File: config.mk
export PLATFORM = sky130hd
export DESIGN_NAME = paced_write_seq
export DESIGN_NICKNAME = d
export VERILOG_FILES = /design/src/rtl/pws_pkg.sv /design/src/rtl/pws_list.sv /design/src/rtl/pws_timer.sv /design/src/rtl/paced_write_seq.sv
export SDC_FILE = /design/constraint.sdc
export NUM_CORES = 1
export LEC_CHECK = 0
export ABC_AREA = 1
export ABC_CLOCK_PERIOD_IN_PS = 4860
export BUFFER_PORTS_ARGS = -buffer_cell sky130_fd_sc_hd__clkbuf_2
export CAP_MARGIN = 5
export CORE_ASPECT_RATIO = 1.75
export CORE_MARGIN = 3
export CORE_UTILIZATION = 65
export DETAILED_ROUTE_END_ITERATION = 12
export PLACE_DENSITY_LB_ADDON = 0.3
export SYNTH_ARGS = -nofsm -noshare
export SYNTH_HDL_FRONTEND = slang
export SYNTH_HIERARCHICAL = 1
export SYNTH_SLANG_ARGS = --single-unit
export TNS_END_PERCENT = 20
File: constraint.sdc
create_clock -name clk -period 4.86 [get_ports clk]
set_clock_uncertainty 0.1 [all_clocks]
set_input_delay 0.243 -clock clk [delete_from_list [all_inputs] [get_ports clk]]
set_output_delay 0.243 -clock clk [all_outputs]
set_load 0.05 [all_outputs]
File: src/rtl/pws_pkg.sv
package pws_pkg;
  typedef enum logic [2:0] {
    ST_LOAD  = 3'd0,
    ST_READY = 3'd1,
    ST_PWC   = 3'd2,
    ST_PRK   = 3'd3,
    ST_DONE  = 3'd4
  } st_e;

  localparam logic [1:0] KIND_WRITE   = 2'd1;
  localparam logic [1:0] KIND_WAITKEY = 2'd2;

  localparam logic [1:0] RES_OK    = 2'd0;
  localparam logic [1:0] RES_WERR  = 2'd1;
  localparam logic [1:0] RES_KFAIL = 2'd2;

  function automatic logic list_full(int unsigned cnt, int unsigned depth);
    return cnt >= depth;
  endfunction

  function automatic logic list_end(int unsigned ptr, int unsigned cnt);
    return ptr >= cnt;
  endfunction

  function automatic logic limit_hit(int unsigned cnt, int unsigned lim);
    return cnt == lim - 1;
  endfunction
endpackage

File: src/rtl/pws_list.sv
module pws_list #(
  parameter int DEPTH = 12,
  parameter int AW    = 8,
  parameter int DW    = 32,
  localparam int CW   = $clog2(DEPTH + 1)
) (
  input  logic          clk,
  input  logic          rst_n,
  input  logic          load_en,
  input  logic          clear,
  input  logic          push_valid,
  input  logic [1:0]    push_kind,
  input  logic [AW-1:0] push_addr,
  input  logic [DW-1:0] push_data,
  input  logic [CW-1:0] rd_idx,
  output logic [CW-1:0] count,
  output logic [1:0]    rd_kind,
  output logic [AW-1:0] rd_addr,
  output logic [DW-1:0] rd_data,
  output logic          overflow
);
  import pws_pkg::*;

  logic [1:0]    kind_q [DEPTH];
  logic [AW-1:0] addr_q [DEPTH];
  logic [DW-1:0] data_q [DEPTH];

  wire full_w   = list_full(32'(count), DEPTH);
  wire accept_w = load_en && push_valid && !full_w;
  wire drop_w   = load_en && push_valid && full_w;
  wire idx_ok_w = 32'(rd_idx) < DEPTH;

  always_ff @(posedge clk or negedge rst_n) begin
    if (!rst_n) begin
      count    <= '0;
      overflow <= 1'b0;
    end else if (clear) begin
      count    <= '0;
      overflow <= 1'b0;
    end else begin
      if (accept_w) count <= count + 1'b1;
      if (drop_w) overflow <= 1'b1;
    end
  end

  generate
    for (genvar g = 0; g < DEPTH; g++) begin : g_slot
      always_ff @(posedge clk or negedge rst_n) begin
        if (!rst_n) begin
          kind_q[g] <= 2'd0;
          addr_q[g] <= '0;
          data_q[g] <= '0;
        end else if (accept_w && 32'(count) == g) begin
          kind_q[g] <= push_kind;
          addr_q[g] <= push_addr;
          data_q[g] <= push_data;
        end
      end
    end
  endgenerate

  always_comb begin
    rd_kind = 2'd0;
    rd_addr = '0;
    rd_data = '0;
    if (idx_ok_w) begin
      rd_kind = kind_q[rd_idx];
      rd_addr = addr_q[rd_idx];
      rd_data = data_q[rd_idx];
    end
  end

  p_full_drop_r1: assert property (@(posedge clk) disable iff (!rst_n)
    (load_en && push_valid && 32'(count) == DEPTH) |=> (overflow && 32'(count) == DEPTH));
  p_no_push_outside_load_r8: assert property (@(posedge clk) disable iff (!rst_n)
    (!load_en && !clear) |=> $stable(count));
endmodule

File: src/rtl/pws_timer.sv
module pws_timer #(
  parameter int LIMIT = 4096,
  localparam int TW   = $clog2(LIMIT + 1)
) (
  input  logic clk,
  input  logic rst_n,
  input  logic run,
  output logic expire
);
  import pws_pkg::*;

  logic [TW-1:0] cnt_q;

  always_ff @(posedge clk or negedge rst_n) begin
    if (!rst_n)        cnt_q <= '0;
    else if (!run)     cnt_q <= '0;
    else if (!expire)  cnt_q <= cnt_q + 1'b1;
  end

  assign expire = run && limit_hit(32'(cnt_q), LIMIT);

  p_expire_only_running_r10: assert property (@(posedge clk) disable iff (!rst_n)
    expire |-> run);
endmodule

File: src/rtl/paced_write_seq.sv
module paced_write_seq #(
  parameter int DEPTH   = 12,
  parameter int AW      = 8,
  parameter int DW      = 32,
  parameter int TIMEOUT = 4096,
  localparam int CW     = $clog2(DEPTH + 1)
) (
  input  logic          clk,
  input  logic          rst_n,
  input  logic          push_valid,
  input  logic [1:0]    push_kind,
  input  logic [AW-1:0] push_addr,
  input  logic [DW-1:0] push_data,
  input  logic          start,
  output logic          wr_en,
  output logic [AW-1:0] wr_addr,
  output logic [DW-1:0] wr_data,
  output logic          wc_irq_en,
  input  logic          wc_flag,
  input  logic          wr_err_flag,
  output logic          rk_irq_en,
  input  logic          rk_valid,
  input  logic          rk_err,
  output logic          busy,
  output logic          done,
  output logic [1:0]    result,
  output logic          overflow,
  output logic [2:0]    status
);
  import pws_pkg::*;

  st_e           st_q;
  logic [CW-1:0] ptr_q;
  logic [CW-1:0] count_w;
  logic [1:0]    kind_w;
  logic [AW-1:0] eaddr_w;
  logic [DW-1:0] edata_w;
  logic          expire_w;

  // Named internal events, one per way a wait can end.
  wire ev_list_end = (st_q == ST_READY) && list_end(32'(ptr_q), 32'(count_w));
  wire ev_wr_ok    = (st_q == ST_PWC) && wc_flag && !wr_err_flag;
  wire ev_wr_err   = (st_q == ST_PWC) && wc_flag && wr_err_flag;
  wire ev_timeout  = (st_q == ST_PWC) && expire_w && !wc_flag;
  wire ev_rk_err   = (st_q == ST_PRK) && rk_err;
  wire ev_rk_ok    = (st_q == ST_PRK) && rk_valid && !rk_err;

  pws_list #(.DEPTH(DEPTH), .AW(AW), .DW(DW)) list_i (
    .clk, .rst_n,
    .load_en   (st_q == ST_LOAD),
    .clear     (st_q == ST_DONE),
    .push_valid, .push_kind, .push_addr, .push_data,
    .rd_idx    (ptr_q),
    .count     (count_w),
    .rd_kind   (kind_w),
    .rd_addr   (eaddr_w),
    .rd_data   (edata_w),
    .overflow
  );

  pws_timer #(.LIMIT(TIMEOUT)) timer_i (
    .clk, .rst_n,
    .run    (st_q == ST_PWC),
    .expire (expire_w)
  );

  always_ff @(posedge clk or negedge rst_n) begin
    if (!rst_n) begin
      st_q      <= ST_LOAD;
      ptr_q     <= '0;
      wr_en     <= 1'b0;
      wr_addr   <= '0;
      wr_data   <= '0;
      wc_irq_en <= 1'b0;
      rk_irq_en <= 1'b0;
      result    <= RES_OK;
    end else begin
      wr_en <= 1'b0;
      unique case (st_q)
        ST_LOAD: if (start) begin
          st_q  <= ST_READY;
          ptr_q <= '0;
        end
        ST_READY: begin
          if (ev_list_end) begin
            result <= RES_OK;
            st_q   <= ST_DONE;
          end else if (kind_w == KIND_WRITE) begin
            wr_en     <= 1'b1;
            wr_addr   <= eaddr_w;
            wr_data   <= edata_w;
            wc_irq_en <= 1'b1;
            st_q      <= ST_PWC;
          end else if (kind_w == KIND_WAITKEY) begin
            rk_irq_en <= 1'b1;
            st_q      <= ST_PRK;
          end else begin
            ptr_q <= ptr_q + 1'b1;
          end
        end
        ST_PWC: begin
          if (ev_wr_err || ev_timeout) begin
            wc_irq_en <= 1'b0;
            result    <= RES_WERR;
            st_q      <= ST_DONE;
          end else if (ev_wr_ok) begin
            wc_irq_en <= 1'b0;
            ptr_q     <= ptr_q + 1'b1;
            st_q      <= ST_READY;
          end
        end
        ST_PRK: begin
          if (ev_rk_err) begin
            rk_irq_en <= 1'b0;
            result    <= RES_KFAIL;
            st_q      <= ST_DONE;
          end else if (ev_rk_ok) begin
            rk_irq_en <= 1'b0;
            ptr_q     <= ptr_q + 1'b1;
            st_q      <= ST_READY;
          end
        end
        default: st_q <= ST_LOAD;
      endcase
    end
  end

  assign busy   = (st_q == ST_READY) || (st_q == ST_PWC) || (st_q == ST_PRK);
  assign done   = (st_q == ST_DONE);
  assign status = st_q;

  p_wc_en_pending_r4: assert property (@(posedge clk) disable iff (!rst_n)
    wc_irq_en |-> (st_q == ST_PWC));
  p_wr_with_enable_r4: assert property (@(posedge clk) disable iff (!rst_n)
    wr_en |-> wc_irq_en);
  p_one_enable_r4: assert property (@(posedge clk) disable iff (!rst_n)
    $onehot0({wc_irq_en, rk_irq_en}));
  p_wr_err_ends_r5: assert property (@(posedge clk) disable iff (!rst_n)
    ev_wr_err |=> (done && result == RES_WERR));
  p_rk_en_pending_r6: assert property (@(posedge clk) disable iff (!rst_n)
    rk_irq_en |-> (st_q == ST_PRK));
  p_rk_err_ends_r6: assert property (@(posedge clk) disable iff (!rst_n)
    ev_rk_err |=> (done && result == RES_KFAIL));
  p_end_ok_r7: assert property (@(posedge clk) disable iff (!rst_n)
    ev_list_end |=> (done && result == RES_OK));
  p_ignore_stray_r8: assert property (@(posedge clk) disable iff (!rst_n)
    (st_q == ST_PRK && !rk_err && !rk_valid) |=> (st_q == ST_PRK && $stable(ptr_q)));
  p_done_pulse_r3: assert property (@(posedge clk) disable iff (!rst_n)
    done |=> (!done && status == 3'd0));
  p_timeout_r10: assert property (@(posedge clk) disable iff (!rst_n)
    ev_timeout |=> (done && result == RES_WERR));
endmodule

==> impl_metrics.toml, run 1 <==
[run_status]
status = "finished, final reports clean"

[final_layout]
fin_nets = 3275
stdcell_count = 3797
drive_above_1_share = 0.08853
antennaDiodeCount = 0
fin_util = 0.7106
final_area_um2 = 28550
area_delta_synth_final_pct = 7.461
nFillCells = 2990

[synthesis]
synthTopCellsByArea = "dfrtp_1 (54%), nand2_1 (19%), nand3_1 (7.8%)"
synth_edf_count = 0
ys_ff_latch = 574
syn_nets = 3333
yosys.area.top_type = "dfrtp_1"
synth_common_cells = "nand2_1 (1335), dfrtp_1 (574), nand3_1 (412)"
async_flop_share = 1.000
synth.yosys.warnings = 6
ys_seq_area_frac = 0.5407
ys_types = 36
yosysMostFrequentCell = "nand2_1"
synth.avg_cell_area_um2 = 8.122
synth-main-ff-cell = "dfrtp_1"
syn_area_um2 = 26570
netlist_instances = 3271
synth.top_cell.area_share = 0.5407

[sta]
slew_headroom = 0.2048
rsz0062_at_grt = "false"
finalSetupViolCount = 0
finalCritPeriodShare = 0.6783
hold_viol = 0
drv_slew = 0
setup_tns_ns = 0
fmax_ghz = 0.3033
tightest_slew_ns = 1.193
finalCriticalPeriod_ns = 3.297

[grt]
antenna_found_initial = 0
grt.total_usage = 0.3208
grt_overflow = 0
grt_pass1_vias = 21840
grt_max_degree = 199
grt_pass1_wl_um = 114200

[placement]
place_inst = 3681
port_buffers = 100
place.gp.congestion = 0.8980
dp.final_hpwl_um = 37390
dpl-instance-area_um2 = 26650

[die]
start_util = 0.6613
io_pins = 101
dieArea_um2 = 43430
die_w_um = 158.8
core_um2 = 40170
std_cell_rows = 97
die_y_um = 273.4

[power_and_ir_drop]
p_leak_nw = 14.07
total_power_mw = 18.00
irDropWorstVdd_v = 0.0003872
power_density_nw_per_um2 = 630.5

[clock_tree]
cts_max_level = 2
post_cts_resized = 0
clock-sinks = 574
clk_latency_ns = 0.58
clk_pin_slew_ns = 0.07
numCtsBuffers = 50
cts_tree = "done"
cts_root_buffer = "clkbuf_16"
clock_path_buffers = 3

[worst_setup_path]
critical_path_arrival_ns = 3.70
crit_fanout = 58
end_kind = "flip-flop"
worstSetupStartpointType = "flip-flop"
cp.required_ns = 5.27
critPathKind = "flip-flop to flip-flop"

[hold_path]
hp-class = "primary input to flip-flop"

[route]
vias = 22810
ant_nets = 0
drt-wirelength-per-cell_um = 18.32
wl_um = 69570
viasPerCell = 6.007
dr.pass1.iters = 9
first_iter_violations = 2809
drc = 0

[job]
max_cap_viol_count = 0
cell usage in the layout, fill, tap and decap left out, types with 2 or more instances in the layout:
master,instances
a21o_1,2
a21oi_1,8
buf_12,4
buf_4,21
bufinv_16,2
clkbuf_1,13
clkbuf_16,53
clkbuf_2,99
clkbuf_8,11
clkinv_2,10
clkinvlp_4,2
dfrtp_1,571
dfrtp_4,2
dlygate4sd3_1,24
ha_1,12
inv_1,87
inv_2,9
inv_6,2
nand2_1,1331
nand2_2,7
nand2_4,8
nand3_1,408
nand3_4,4
nand4_1,7
nor2_1,23
nor2_2,3
nor2_4,3
nor3_4,2
o21ai_0,381
o21ai_1,91
o21ai_2,37
or2_1,2
per-layer routing:
metal | routed length (um) | track usage | up-vias
li1 | - | - | 10410
met1 | 27270 | 0.4315 | 11000
met2 | 33470 | 0.5316 | 1212
met3 | 5909 | 0.04406 | 192
met4 | 2920 | 0.1335 | 0
met5 | 0 | 0 | -
kinds of logic after synthesis:
kind of cell	share of synthesized area
flip-flops	0.5407
buffers and inverters	0.06867
XOR/XNOR	0.0006595
AND/OR/NAND/NOR	0.2809
adder cells (fa/ha/maj)	0.005652
AO/OA/AOI/OAI	0.1034
power by group:
group / leakage [nW] / internal (mW) / switching, mW
Combinational: 5.62 / 2.06 / 4.28
Clock: 0.820 / 2.27 / 1.74
Sequential: 7.63 / 6.55 / 1.10
Total: 14.1 / 10.9 / 7.11
cell type report:
class	count	area, um^2	share of cell area
Clock buffer	77	1526	0.05347
Timing Repair Buffer	149	988.4	0.03462
Clock inverter	15	133.9	0.004690
Inverter	98	375.4	0.01315
Multi-Input combinational cell	2340	10470	0.3668
Sequential cell	574	14370	0.5035
Tap cell	544	680.7	0.02384
final timing paths:
check                      cells past startpoint     startpoint  slack, ns                  to
max                                           13       ptr_q[0]       1.56          wr_data[3]
max in group asynchronous                      3          rst_n       3.05         wr_data[10]
max reg2reg                                   13       ptr_q[0]       1.56          wr_data[3]
min in group asynchronous                      2          rst_n       0.23  list_i/data_q[174]
min reg2reg                                    2    wr_data[16]       0.38         wr_data[16]
min                                            3  push_data[27]       0.01   list_i/data_q[59]
what timing repair did:
item	CTS	global route
hold endpoints to repair	180	0
hold buffers	24	0
setup endpoints to repair	0	0
setup buffers	0	0
stage by stage:
step	setup WS, ns	hold slack (ns)
after detailed placement	1.646	0.2875
after floorplan	2.505	-0.1526
after CTS	1.600	0.0003883
after global routing	1.322	0.02443
final	1.563	0.01028
after global placement	1.696	0.2726
registers in the layout, summed over array words and instances, names as in the netlist:
name / flops
list_i/data_q: 384
list_i/addr_q: 96
wr_data: 32
list_i/kind_q: 24
timer_i/cnt_q: 13
wr_addr: 8
list_i/count: 4
ptr_q: 4
status: 3
result: 2
list_i/overflow: 1
rk_irq_en: 1
wc_irq_en: 1
wr_en: 1
critical path: stages (launching register included):
cell,delay [ns]
dfrtp_4,0.70
buf_4,0.60
nand2_1,0.11
nand3_1,0.11
nand3_1,0.07
nand2_1,0.08
nand2_1,0.05
nand2_1,0.10
ha_1,0.24
nand4_2,0.14
inv_2,0.35
buf_4,0.35
nand2_1,0.11
nand2_1,0.08
Note: power is estimated with default switching activity, not from simulation.
==> run 2: changes to the inputs <==
Settings changed: ABC_AREA 1 to 0, ABC_CLOCK_PERIOD_IN_PS 4860 to 3200, CORE_UTILIZATION 65 to 62.
Clock period 4.86 ns to 3.2 ns, I/O delays scaled along.
==> impl_metrics.toml, run 2 <==
[placement]
place.gp.congestion = 0.7992
pre_cts_slack_ns = 0.3966
place_inst = 2255
dp.final_hpwl_um = 33850
port_buffers = 100

[job]
max_cap_viol_count = 0

[synthesis]
yosys.area.top_type = "dfrtp_1"
yosysMostFrequentCell = "dfrtp_1"
synth_common_cells = "dfrtp_1 (574), mux2_2 (464), mux4_2 (127)"
ys_types = 64
synth.avg_cell_area_um2 = 15.52
syn_nets = 1752
netlist_instances = 1690
synth_edf_count = 0
synth.top_cell.area_share = 0.5477
ys_seq_area_frac = 0.5477
synth.yosys.warnings = 6
async_flop_share = 1.000
synth-main-ff-cell = "dfrtp_1"
syn_area_um2 = 26230
synthTopCellsByArea = "dfrtp_1 (55%), mux2_2 (20%), mux4_2 (11%)"
ys_ff_latch = 574

[final_layout]
largest_reg_flops = 384
layout_common_cells = "dfrtp_1 (571), mux2_2 (464), mux4_2 (127)"
layout.area.seq_um2 = 14380
stdcell_count = 2390
reg_top3 = "list_i/data_q x384, list_i/addr_q x96, wr_data x32"
final_common_cell = "dfrtp_1"
nFillCells = 2735
fin_util = 0.7028
fin_nets = 1861
top_register = "list_i/data_q"
area_delta_synth_final_pct = 11.88
drive_above_1_share = 0.4875
multi_input_area_um2 = 11040

[route]
dr.pass1.iters = 5
wl_um = 58130
ant_nets = 0
drc = 0
first_iter_violations = 848
vias = 14930
drt-wirelength-per-cell_um = 24.32
viasPerCell = 6.247

[worst_setup_path]
critical_path_arrival_ns = 3.16
worstSetupStartpointType = "flip-flop"
reg2reg_slack_ns = 0.41
crit_fanout = 36
end_kind = "flip-flop"
cp.required_ns = 3.56
ff2ff_path_depth = 7
worstSetupStartpoint = "ptr_q[1]"
r2r-end = "wr_data[28]"
reg2reg_from = "ptr_q[1]"
critPathKind = "flip-flop to flip-flop"

[sta]
tightest_slew_ns = 1.003
fin_ws_ns = 0.4065
setup_tns_ns = 0
finalCriticalPeriod_ns = 2.793
slew_headroom = 0.3314
rsz0062_at_grt = "false"
holdWs_ns = 0.08834
hold_viol = 0
drv_slew = 0
fmax_ghz = 0.3580
finalCritPeriodShare = 0.8730
finalSetupViolCount = 0

[die]
die_w_um = 161.5
dieArea_um2 = 44900
die_y_um = 278.1
core_um2 = 41740
std_cell_rows = 99
start_util = 0.6282
io_pins = 101

[power_and_ir_drop]
irDropWorstVdd_v = 0.0005862
p_leak_nw = 13.92
power_density_nw_per_um2 = 789.2

[clock_tree]
cts_root_buffer = "clkbuf_16"
cts_tree = "done"
clock_path_buffers = 3
clk_pin_slew_ns = 0.07
clk_latency_ns = 0.57
numCtsBuffers = 50
post_cts_resized = 0
cts_max_level = 2
clock-sinks = 574

[grt]
grt_overflow = 0
antenna_found_initial = 1
grt_max_degree = 102
grt_pass1_vias = 16480
grt.total_usage = 0.2659
grt_pass1_wl_um = 93490

[run_status]
status = "finished, final reports clean"

[hold_path]
hp-class = "primary input to async pin"
run 2: cell count changes in the layout (fill, tap and decap cells not counted), sizes merged, moves of 7 or more:
cell         before  now
a31oi             1    8
nand3           413    9
mux4              0  127
dlygate4sd3      24   47
nand4             8    1
nor2             30   18
mux2              0  545
buf              26   54
o21ai           509   15
nand2          1346  108
and2              0    9
a22oi             0   43
inv              99   14
run 2: cell type report:
class / instances / share of cell area
clock buffers: 78 / 0.05139
inverters: 13 / 0.001663
flip-flops and latches: 574 / 0.4900
repair buffers: 200 / 0.05425
multi-input cells: 960 / 0.3763
clock inverters: 9 / 0.002644
well taps: 555 / 0.02367
diodes: 1 / 0.00008529
run 2: worst max-delay path, cell delays in order, from the launching register on:
cell	delay (ns)
dfrtp_4	0.52
buf_4	0.58
ha_1	0.29
o211ai_1	0.12
o211a_4	0.29
nand2_4	0.10
buf_12	0.29
mux2_2	0.37
run 2: timing repair:
action / 4_1_cts / 5_1_grt
hold buffers: 47 / 0
setup buffers: 0 / 0
endpoints found under the hold margin: 667 / 0
run 2: cells by family after synthesis:
kind of cell,Yosys count,share of synthesized area
buf+inv,156,0.03359
fa+ha+maj,12,0.005725
mux,675,0.3498
xor+xnor,4,0.001336
compound gates,87,0.02438
flops,574,0.5477
simple gates,182,0.03745
run 2: worst max path at each step:
stage / slack, ns / endpoint
2_1_floorplan: 0.24 / ptr_q[2]
3_3_place_gp: 0.43 / wr_data[28]
3_5_place_dp: 0.40 / wr_data[28]
4_1_cts: 0.38 / wr_data[31]
5_1_grt: 0.28 / ptr_q[3]
6_report: 0.41 / wr_data[28]
run 2: through the flow:
step | area, um^2 | total power, mW
after floorplan | 26230 | 15.43
after global placement | 27280 | 16.95
after detailed placement | 27280 | 17.34
after CTS | 29340 | 23.32
after global routing | 29340 | 24.29
final | 29340 | 23.15
run 2: routing by layer:
| layer | up-vias | global-route usage | wire, um |
|---|---|---|---|
| li1 | 6414 | - | - |
| met4 | 0 | 0.07794 | 1583 |
| met5 | - | 0 | 0 |
| met3 | 106 | 0.03023 | 2309 |
| met2 | 384 | 0.4700 | 30780 |
| met1 | 8027 | 0.3497 | 23460 |
run 2: report_power, final:
| part | internal, mW | switching, mW | leakage [nW] |
|---|---|---|---|
| registers | 9.12 | 1.06 | 7.68 |
| logic | 3.59 | 3.47 | 5.46 |
| clock network | 3.31 | 2.60 | 0.785 |
| total | 16.0 | 7.13 | 13.9 |
